File: src/rtl/ovl_pkg.sv
package ovl_pkg;
  typedef enum logic [1:0] {
    ST_IDLE  = 2'd0,
    ST_DELAY = 2'd1,
    ST_LOAD  = 2'd2,
    ST_SHIFT = 2'd3
  } ovl_state_e;
endpackage

File: src/rtl/ovl_line_window.sv
module ovl_line_window #(
  parameter int LINE_W      = 10,
  parameter int FIELD_LINES = 312,
  parameter int WIN_START   = 118,
  parameter int IMG_H       = 48
) (
  input  logic [LINE_W-1:0] line_num_i,
  output logic              in_win_o
);
  localparam int WIN_END = WIN_START + 2 * IMG_H;

  logic [LINE_W-1:0] folded;

  always_comb begin
    if (line_num_i > LINE_W'(FIELD_LINES)) folded = line_num_i - LINE_W'(FIELD_LINES);
    else                                   folded = line_num_i;
    in_win_o = (folded > LINE_W'(WIN_START)) && (folded < LINE_W'(WIN_END));
  end
endmodule

File: src/rtl/ovl_row_ptr.sv
module ovl_row_ptr #(
  parameter int IMG_H  = 48,
  parameter int WORDS  = 4,
  parameter int ADDR_W = 8
) (
  input  logic              clk_i,
  input  logic              rst_ni,
  input  logic              vblank_i,
  input  logic              adv_i,
  output logic [ADDR_W-1:0] row_base_o
);
  localparam int LAST_WORD = IMG_H * WORDS - 1;

  logic              rep_q;
  logic [ADDR_W:0]   nxt_sum;

  assign nxt_sum = {1'b0, row_base_o} + (ADDR_W+1)'(WORDS);

  always_ff @(posedge clk_i or negedge rst_ni) begin
    if (!rst_ni) begin
      row_base_o <= '0;
      rep_q      <= 1'b0;
    end else if (vblank_i) begin
      row_base_o <= '0;
      rep_q      <= 1'b0;
    end else if (adv_i) begin
      if (rep_q) begin
        rep_q <= 1'b0;
        if (nxt_sum > (ADDR_W+1)'(LAST_WORD)) row_base_o <= '0;
        else                                  row_base_o <= nxt_sum[ADDR_W-1:0];
      end else begin
        rep_q <= 1'b1;
      end
    end
  end


  vblank_clr_chk: assert property (@(posedge clk_i) disable iff (!rst_ni)
    vblank_i |=> (row_base_o == '0));


  repeat_hold_chk: assert property (@(posedge clk_i) disable iff (!rst_ni)
    (adv_i && !vblank_i && !rep_q) |=> $stable(row_base_o));


  ptr_range_chk: assert property (@(posedge clk_i) disable iff (!rst_ni)
    row_base_o <= ADDR_W'(LAST_WORD));
endmodule

File: src/rtl/ovl_pixel_shifter.sv
module ovl_pixel_shifter
  import ovl_pkg::*;
#(
  parameter int WORD_W    = 8,
  parameter int WORDS     = 4,
  parameter int START_CYC = 240,
  parameter int PIX_DIV   = 4,
  parameter int ADDR_W    = 8
) (
  input  logic              clk_i,
  input  logic              rst_ni,
  input  logic              start_i,
  input  logic              cancel_i,
  input  logic [ADDR_W-1:0] base_i,
  output logic              rd_en_o,
  output logic [ADDR_W-1:0] rd_addr_o,
  input  logic [WORD_W-1:0] rd_data_i,
  output logic              pix_o
);
  localparam int DLY_W = (START_CYC > 1) ? $clog2(START_CYC) : 1;
  localparam int DIV_W = (PIX_DIV > 1) ? $clog2(PIX_DIV) : 1;
  localparam int BIT_W = $clog2(WORD_W);
  localparam int WRD_W = $clog2(WORDS + 2);

  ovl_state_e        state_q;
  logic [DLY_W-1:0]  dly_q;
  logic [DIV_W-1:0]  div_q;
  logic [BIT_W-1:0]  bit_q;
  logic [WRD_W-1:0]  wrd_q;
  logic [ADDR_W-1:0] base_q;
  logic [WORD_W-1:0] sh_q, nxt_q;
  logic              pend_q;

  logic dly_last, div_last, bit_last, wrd_last, edge_word;
  logic [ADDR_W-1:0] rd_off;

  assign dly_last  = (dly_q == DLY_W'(START_CYC - 1));
  assign div_last  = (div_q == DIV_W'(PIX_DIV - 1));
  assign bit_last  = (bit_q == BIT_W'(WORD_W - 1));
  assign wrd_last  = (wrd_q == WRD_W'(WORDS - 1));
  assign edge_word = (state_q == ST_SHIFT) && div_last && bit_last;

  always_comb begin
    rd_en_o = 1'b0;
    rd_off  = '0;
    unique case (state_q)
      ST_DELAY: rd_en_o = dly_last;
      ST_LOAD: begin
        rd_en_o = (WORDS > 1);
        rd_off  = ADDR_W'(1);
      end
      ST_SHIFT: begin
        rd_en_o = edge_word && (int'(wrd_q) + 2 < WORDS);
        rd_off  = ADDR_W'(wrd_q) + ADDR_W'(2);
      end
      default: ;
    endcase
  end

  assign rd_addr_o = base_q + rd_off;
  assign pix_o     = (state_q == ST_SHIFT) && sh_q[WORD_W-1];

  always_ff @(posedge clk_i or negedge rst_ni) begin
    if (!rst_ni) begin
      state_q <= ST_IDLE;
      dly_q   <= '0;
      div_q   <= '0;
      bit_q   <= '0;
      wrd_q   <= '0;
      base_q  <= '0;
      sh_q    <= '0;
      nxt_q   <= '0;
      pend_q  <= 1'b0;
    end else begin
      pend_q <= rd_en_o && (state_q != ST_DELAY);
      if (pend_q) nxt_q <= rd_data_i;
      if (start_i) begin
        state_q <= ST_DELAY;
        base_q  <= base_i;
        dly_q   <= '0;
      end else if (cancel_i) begin
        state_q <= ST_IDLE;
      end else begin
        unique case (state_q)
          ST_DELAY: begin
            dly_q <= dly_q + 1'b1;
            if (dly_last) state_q <= ST_LOAD;
          end
          ST_LOAD: begin
            sh_q    <= rd_data_i;
            div_q   <= '0;
            bit_q   <= '0;
            wrd_q   <= '0;
            state_q <= ST_SHIFT;
          end
          ST_SHIFT: begin
            if (div_last) begin
              div_q <= '0;
              if (bit_last) begin
                bit_q <= '0;
                if (wrd_last) state_q <= ST_IDLE;
                else begin
                  wrd_q <= wrd_q + 1'b1;
                  sh_q  <= nxt_q;
                end
              end else begin
                bit_q <= bit_q + 1'b1;
                sh_q  <= {sh_q[WORD_W-2:0], 1'b0};
              end
            end else begin
              div_q <= div_q + 1'b1;
            end
          end
          default: ;
        endcase
      end
    end
  end


  start_quiet_chk: assert property (@(posedge clk_i) disable iff (!rst_ni)
    start_i |=> !pix_o);


  data_ready_chk: assert property (@(posedge clk_i) disable iff (!rst_ni)
    (state_q == ST_LOAD && !start_i && !cancel_i) |-> $past(rd_en_o));
endmodule

File: src/rtl/overlay_scanner.sv
module overlay_scanner #(
  parameter int LINE_W      = 10,
  parameter int FIELD_LINES = 312,
  parameter int WIN_START   = 118,
  parameter int IMG_H       = 48,
  parameter int WORDS       = 4,
  parameter int WORD_W      = 8,
  parameter int START_CYC   = 240,
  parameter int PIX_DIV     = 4,
  parameter int ADDR_W      = (IMG_H * WORDS > 1) ? $clog2(IMG_H * WORDS) : 1
) (
  input  logic              clk_i,
  input  logic              rst_ni,
  input  logic              line_strobe_i,
  input  logic [LINE_W-1:0] line_num_i,
  input  logic              vblank_i,
  output logic              rd_en_o,
  output logic [ADDR_W-1:0] rd_addr_o,
  input  logic [WORD_W-1:0] rd_data_i,
  output logic              pix_o
);
  localparam int IMG_WORDS = IMG_H * WORDS;

  logic              in_win;
  logic              draw_go;
  logic [ADDR_W-1:0] row_base;

  assign draw_go = line_strobe_i && in_win;

  ovl_line_window #(
    .LINE_W(LINE_W), .FIELD_LINES(FIELD_LINES), .WIN_START(WIN_START), .IMG_H(IMG_H)
  ) u_win (
    .line_num_i(line_num_i),
    .in_win_o  (in_win)
  );

  ovl_row_ptr #(.IMG_H(IMG_H), .WORDS(WORDS), .ADDR_W(ADDR_W)) u_ptr (
    .clk_i     (clk_i),
    .rst_ni    (rst_ni),
    .vblank_i  (vblank_i),
    .adv_i     (draw_go),
    .row_base_o(row_base)
  );

  ovl_pixel_shifter #(
    .WORD_W(WORD_W), .WORDS(WORDS), .START_CYC(START_CYC), .PIX_DIV(PIX_DIV), .ADDR_W(ADDR_W)
  ) u_shift (
    .clk_i    (clk_i),
    .rst_ni   (rst_ni),
    .start_i  (draw_go),
    .cancel_i (line_strobe_i && !in_win),
    .base_i   (row_base),
    .rd_en_o  (rd_en_o),
    .rd_addr_o(rd_addr_o),
    .rd_data_i(rd_data_i),
    .pix_o    (pix_o)
  );


  out_win_chk: assert property (@(posedge clk_i) disable iff (!rst_ni)
    (line_strobe_i && !in_win) |=> (!rd_en_o && !pix_o));


  rd_range_chk: assert property (@(posedge clk_i) disable iff (!rst_ni)
    rd_en_o |-> (rd_addr_o < ADDR_W'(IMG_WORDS)));
endmodule

File: config.mk
export PLATFORM = sky130hd
export DESIGN_NAME = overlay_scanner
export DESIGN_NICKNAME = d
export VERILOG_FILES = /design/src/rtl/ovl_pkg.sv /design/src/rtl/ovl_line_window.sv /design/src/rtl/ovl_row_ptr.sv /design/src/rtl/ovl_pixel_shifter.sv /design/src/rtl/overlay_scanner.sv
export SDC_FILE = /design/constraint.sdc
export NUM_CORES = 1
export LEC_CHECK = 0
export BUFFER_PORTS_ARGS = -buffer_cell sky130_fd_sc_hd__buf_2
export CAP_MARGIN = 0
export CELL_PAD_IN_SITES_DETAIL_PLACEMENT = 1
export CELL_PAD_IN_SITES_GLOBAL_PLACEMENT = 2
export CORE_AREA = 4 4 100 102
export CTS_CLUSTER_SIZE = 20
export DETAILED_ROUTE_END_ITERATION = 10
export DIE_AREA = 0 0 104 106
export MAX_ROUTING_LAYER = met4
export PLACE_DENSITY = 0.76
export SLEW_MARGIN = 20
export SYNTH_ARGS = -nofsm -noshare
export SYNTH_HDL_FRONTEND = slang
export SYNTH_SLANG_ARGS = --single-unit
File: constraint.sdc
create_clock -name clk_i -period 2.09 [get_ports clk_i]
set_input_delay 0.1045 -clock clk_i [delete_from_list [all_inputs] [get_ports clk_i]]
set_output_delay 0.1045 -clock clk_i [all_outputs]
set_load 0.02 [all_outputs]
Yosys cells after proc, flatten, opt, wreduce, memory -nomap -nowiden. Cells that the tools add are included.

Flip-flop bits (word level): 52. Input port bits: 22. Output and inout bits: 10. Word-level logic and storage cells: 98.

Add/subtract/negate cells: 9. $lt $le $gt $ge: 5. Equal/unequal tests: 17. Multiplexer cells: 33. Bitwise operators: 2. Reductions and logical operators: 21.

Operator list (count): two-way mux 8 bit (10); < comparator 32 x 4 -> 1 bit (second input constant) (1); case mux 8 bit (2 select lines) (2); != test 4 x 2 -> 1 bit (second input constant) (4); two-way mux 3 bit (5); two-way mux 2 bit (7); case mux 3 bit (2 select lines) (2); greater-than comparator 10 x 7 -> 1 bit (second input constant) (1); greater-than comparator 10 x 9 -> 1 bit (second input constant) (1); < comparator 10 x 8 -> 1 bit (second input constant) (1); two-way mux 10 bit (1); AND reduction 5 bit (2); subtractor 10 x 9 -> 10 bit (second input constant) (1); adder 8 x 3 -> 9 bit (second input constant) (1); greater-than comparator 9 x 8 -> 1 bit (second input constant) (1); adder 3 x 2 -> 4 bit (second input constant) (2); adder 8 x 1 -> 8 bit (second input constant) (1); adder 8 bit (1); == test 8 bit (second input constant) (1); logical AND 1 bit (8); nonzero test 2 bit (4); adder 3 x 1 -> 3 bit (second input constant) (2); == test 2 bit (second input constant) (3); != test 2 x 1 -> 1 bit (second input constant) (3); 17 further kinds (22).

Longest topological paths before layout.
Depth after elaboration: 8. Depth in mapped cells: 10. Depth with buffers taken out: 8.

By module. A second synthesis with hierarchy kept.

Cell total of the unflattened synthesis: 326. Area total of the unflattened synthesis: 3140.5 um2.

Modules (own cells, without submodules): ovl_pixel_shifter (times used 1, cells an instance 223, area an instance 2290.9 um2, sequential area each 1076.0 um2); ovl_row_ptr (times used 1, cells an instance 51, area an instance 474.2 um2, sequential area each 175.2 um2); ovl_line_window (times used 1, cells an instance 50, area an instance 359.1 um2, sequential area each 0.0 um2); overlay_scanner (times used 1, cells an instance 2, area an instance 16.3 um2, sequential area each 0.0 um2).

Worst setup path before layout. No wires, ideal clock.

Path kind: input to register. From: input port line_num_i[3]. To: register u_shift.base_q[3]. Library setup time: 0.125 ns. Arrival: 2.447 ns. Data required time: 1.965 ns. Path slack: -0.482 ns. Stages on the path: 9. Buffers on the path: 2. Path through: ha_1 or4b_1 a311oi_2 mux2_1 and3_1 o311a_1 buf_6 buf_12 mux2_4.

Word-level cells in the longest chain between the ends: 5. Elaborated cells between the ends (all ways): 7. Classes of those cells: add/sub (1); order compare (3); mux (1); reduce/logical (2).

Ends and longest elaborated chain: start: declaration (RTL line overlay_scanner.sv:15) `input logic [LINE_W-1:0] line_num_i,`; subtractor 10 x 9 -> 10 bit or greater-than comparator 10 x 9 -> 1 bit (tied branches) (RTL line ovl_line_window.sv:15) `if (line_num_i > LINE_W'(FIELD_LINES)) folded = line_num_i - LINE_W'(FIELD_LINES);`; two-way mux 10 bit (*) (RTL line ovl_line_window.sv:15); greater-than comparator 10 x 7 -> 1 bit or < comparator 10 x 8 -> 1 bit (tied branches) (RTL line ovl_line_window.sv:17) `in_win_o = (folded > LINE_W'(WIN_START)) && (folded < LINE_W'(WIN_END));`; logical AND 1 bit (*) (RTL line ovl_line_window.sv:17); logical AND 1 bit (*) (RTL line overlay_scanner.sv:28) `assign draw_go = line_strobe_i && in_win;`; end signal: assignment (RTL line ovl_pixel_shifter.sv:79) `base_q <= base_i;`; end: declaration (RTL line ovl_pixel_shifter.sv:30) `logic [ADDR_W-1:0] base_q;`.

Mark *: on every way between the ends. The rest lies on a longest branch, timed or not. A chain may end at the register's enable or synchronous reset.

Worst setup path after layout.
From: input port line_num_i[4]. To: register u_ptr.row_base_o[4].

Word-level cells in the longest chain between the ends: 7. Elaborated cells between the ends (all ways): 9. Classes of those cells: add/sub (1); order compare (3); mux (1); reduce/logical (4).

Ends and longest elaborated chain: subtractor 10 x 9 -> 10 bit or greater-than comparator 10 x 9 -> 1 bit (tied branches) (RTL line ovl_line_window.sv:15); two-way mux 10 bit (*) (RTL line ovl_line_window.sv:15); greater-than comparator 10 x 7 -> 1 bit or < comparator 10 x 8 -> 1 bit (tied branches) (RTL line ovl_line_window.sv:17); logical AND 1 bit (*) (RTL line ovl_line_window.sv:17); logical AND 1 bit (*) (RTL line overlay_scanner.sv:28); nonzero test 2 bit (no line) (*); AND reduction 2 bit (no line) (*); end signal: assignment (RTL line ovl_row_ptr.sv:30) `else row_base_o <= nxt_sum[ADDR_W-1:0];`; end: declaration (RTL line ovl_row_ptr.sv:10) `output logic [ADDR_W-1:0] row_base_o`.

Marked as above.

==> summary.md <==
| Metric | Value |
|---|---|
| Compound-Gate Fraction of Synth Area | 0.151 |
| Setup TNS | -3.96 ns |
| DRC | 0 |
| Clock Sinks | between 40 and 50 |
| WS Path Type | primary input to register |
| CTS clk-pin slew, worst paths | about 0.10 ns |
| Syn_area_per_cell | roughly 9.4 um2 |
| Synth async-reset ratio | 1.00 |
| First-pass GRT wire length | approximately 13 mm |
| Core Util, Final | 0.426 |
| Largest family of logic cells by synthesized area | simple AND/OR/NAND/NOR gates |
| Clk buf depth | 2 |
| Switching part of the total | 0.294 |
| Failing checks | negative setup slack |
| Post-DP HPWL | 5.37 mm |
| Register bit total from synthesis | 48 |
| Via density | 5.21 |
| GRT Total Usage | 0.146 |
| Final nets | 418 |
| Area fraction of the dominant cell type after synthesis | 0.404 |
| Startpoint Class | primary input |
| Final setup viols | 26 |
| Final Critical Period | about 2.3 ns |
| Share of post-route cells with drive strength above 1 | 0.347 |
| Placed cell count | approximately 470 |
| Root Driver | clkbuf_8 |
| 1st-iter DRT viols | 55 |
| Clock power share | 0.275 |
| H-tree depth | 2 |
| Cell variety after synth | between 50 and 60 |
| Period utilisation layout | 1.11 |
| Reg2Reg Setup Slack | -0.03 ns |
| Synth area leaders | dfrtp_1 (40%), ha_1 (5.9%), o21ai_0 (4.2%) |
| Worst EP arrival | 2.53 ns |
| P&R area growth vs syn | 30.6% |
| DR pass1 iterations | 4 |
| FMAX | ~430 MHz |
| Seq. cell area | 1200 um2 |
| Unrepaired setup endpoints after global routing | yes |
| Num CTS Buffers | 5 |
| Post-synth EDFFs | 0 |
| Synth Instances | 317 |
| CP endpoint kind | register |
| Die H | ~110 um |
| Hold Crit Class | primary input to register |
| Post-DRT Antenna Nets | 0 |
| Syn nets | approximately 350 |
| Slew Limit Headroom | 0.562 |
| Maxcap violations | 0 |
| Routed wire length | ~7.7 mm |
| Mapped Area | 2970 um2 |
| Pleak | 1.76 nW |
| Critical Path Fanout Max | 5 |
| CTS tree | built |
| GRT overflow | 0 |
| # rows | 35 |
| Pin count of the biggest net entering global routing | 30 |
| Initial antenna violation count | 0 |
| Routability cong. | approximately 0.71 |
| Count leader, synth | dfrtp_1 |
| Area of the multi-input gates | 1850 um2 |
| Final Max Slew Viols | 0 |
| Synth Flop Type | dfrtp_1 |
| Sw power | 0.628 mW |
| Gate power share | 0.211 |
| N_diodes | 0 |
| Initial Utilization | 0.326 |
| Clock skew | 0.00634 ns |
| IO buf count | 31 |
| Seq/Total Area, Yosys | 0.404 |
| Vias | 2572 |
| Status | finished, violations left |
| Yosys top cell by area | dfrtp_1 |
| Area of the core | between 9000 and 10000 um2 |
| Die area | about 11000 um2 |
| Reg power frac | 0.514 |
| Adder-Cell Fraction of Synth Area | 0.0589 |
| Top-level port count | 32 |
| Mux share of post-synthesis cell area | 0.101 |
| Clock latency on the worst-skew pair | 0.30 ns |
| Synth cell count leaders | dfrtp_1 (48), nand2_1 (31), nor2_1 (27) |
| Simple-gate share of the synthesized area | 0.201 |
| P_int | ~1.5 mW |
| Final std cells w/o fill | approximately 490 |
| Worst setup margin | -0.227 ns |
| Worst EP required | ~2.3 ns |
| Pwr Density | between 500 and 600 nW/um2 |
| Fill count | ~1100 |
| Vias in the first global route | 2720 |
| Synth warn | 0 |
| Worst IR drop on VDD | roughly 260 uV |
| Routed length per placed instance | 15.5 um |
| Fin. Hold Viols | 0 |
| Synth Area in XOR/XNOR | 0.0354 |
| Chip width | approximately 100 um |
| Total power draw | 2.14 mW |
| Least-Margin Pin Slew | approximately 0.66 ns |
-- per-stage QoR --
| step | hold WS (ns) | area [um2] | worst slack, ns |
|---|---|---|---|
| floorplan | -0.191 | 2990 | -0.326 |
| global placement | 0.173 | 3430 | -0.491 |
| detailed placement | 0.179 | 3430 | -0.586 |
| CTS | 0.0290 | 3870 | -0.234 |
| global route | 0.0403 | 3880 | -0.272 |
| finish | 0.0346 | 3880 | -0.227 |
-- flip-flops by register name, indices dropped and copies added, names as in the netlist --
signal and flops:
u_shift.state_q 2, u_ptr.row_base_o 6, u_shift.bit_q 3, u_shift.div_q 2, u_shift.base_q 6, u_ptr.rep_q 1, u_shift.nxt_q 8, u_shift.sh_q 8
u_shift.wrd_q 3, u_shift.dly_q 8, u_shift.pend_q 1
-- area by class of cell --
cell class | count | area share
multi-input combinational | 238 | 0.476
sequential | 48 | 0.309
timing repair buffer | 74 | 0.141
tap | 111 | 0.0358
clock buffer | 6 | 0.0213
inverter | 15 | 0.0145
clock inverter | 2 | 0.00258
-- layer usage --
layer / vias up / GRT usage / routed length (um)
li1: 1250 / - / -
met1: 1298 / 0.180 / 3550
met2: 19 / 0.255 / 3920
met3: 5 / 0.0225 / 137
met4: 0 / 0.0304 / 58
met5: - / - / 0
-- worst max-delay path, cell delays in order --
cell      delay [ns]
buf_8           0.08
ha_4            0.12
or4b_4          0.46
a311oi_4        0.34
mux2_4          0.34
and3_4          0.18
o311a_4         0.39
buf_8           0.15
and2_4          0.17
o311ai_4        0.20
-- layout by cell type (no fill, tap or decap), types with 5 or more instances in the layout --
cell type / n
mux2i_1: 9
a21oi_1: 14
xor2_1: 5
clkbuf_8: 6
nor2_1: 27
ha_1: 9
inv_1: 13
xnor2_1: 6
buf_4: 40
nand2_1: 29
dfrtp_1: 48
mux2_4: 8
nand4_1: 6
buf_6: 5
mux2_2: 9
nand2b_1: 6
buf_2: 24
o21ai_0: 25
nand3_1: 12
-- logic make-up (layout without fill, tap and decap cells) --
| family | Yosys count | count (layout) |
|---|---|---|
| AOI/OAI and AO/OA | 67 | 67 |
| xor gates and xnor gates | 12 | 12 |
| adders and majority gates | 14 | 14 |
| buffers and inverters | 31 | 97 |
| DFF | 48 | 48 |
| muxes | 26 | 26 |
| other | 1 | 1 |
| and+or+nand+nor | 118 | 118 |
-- final timing paths --
path,start,end,cells after the start
worst max-delay path,line_num_i[4],u_ptr.row_base_o[4],10
worst min-delay path,line_strobe_i,u_shift.state_q[1],2
worst max register to register,u_ptr.row_base_o[2],u_ptr.row_base_o[4],8
worst min register to register,u_shift.sh_q[6],u_shift.sh_q[6],2
max in group asynchronous,rst_ni,u_shift.base_q[5],3
min in group asynchronous,rst_ni,u_shift.sh_q[0],2
-- power groups by stage --
stage	sequential (mW)	combinational, mW	clock, mW
finish	1.10	0.451	0.589
global route	1.11	0.499	0.642
CTS	1.10	0.463	0.609
detailed placement	1.11	0.387	0
global placement	1.11	0.368	0
floorplan	1.09	0.252	0
-- repair_timing --
action / 4_1_cts / 5_1_grt
resized for setup: 43 / 14
setup endpoints to repair: 28 / 27
buffers inserted: 10 / 4
pin swaps: 6 / 8
hold endpoints to repair: 27 / 0
cloned: 2 / 0
hold buffers: 1 / 0
No activity file was read; power rests on OpenSTA's default activity.
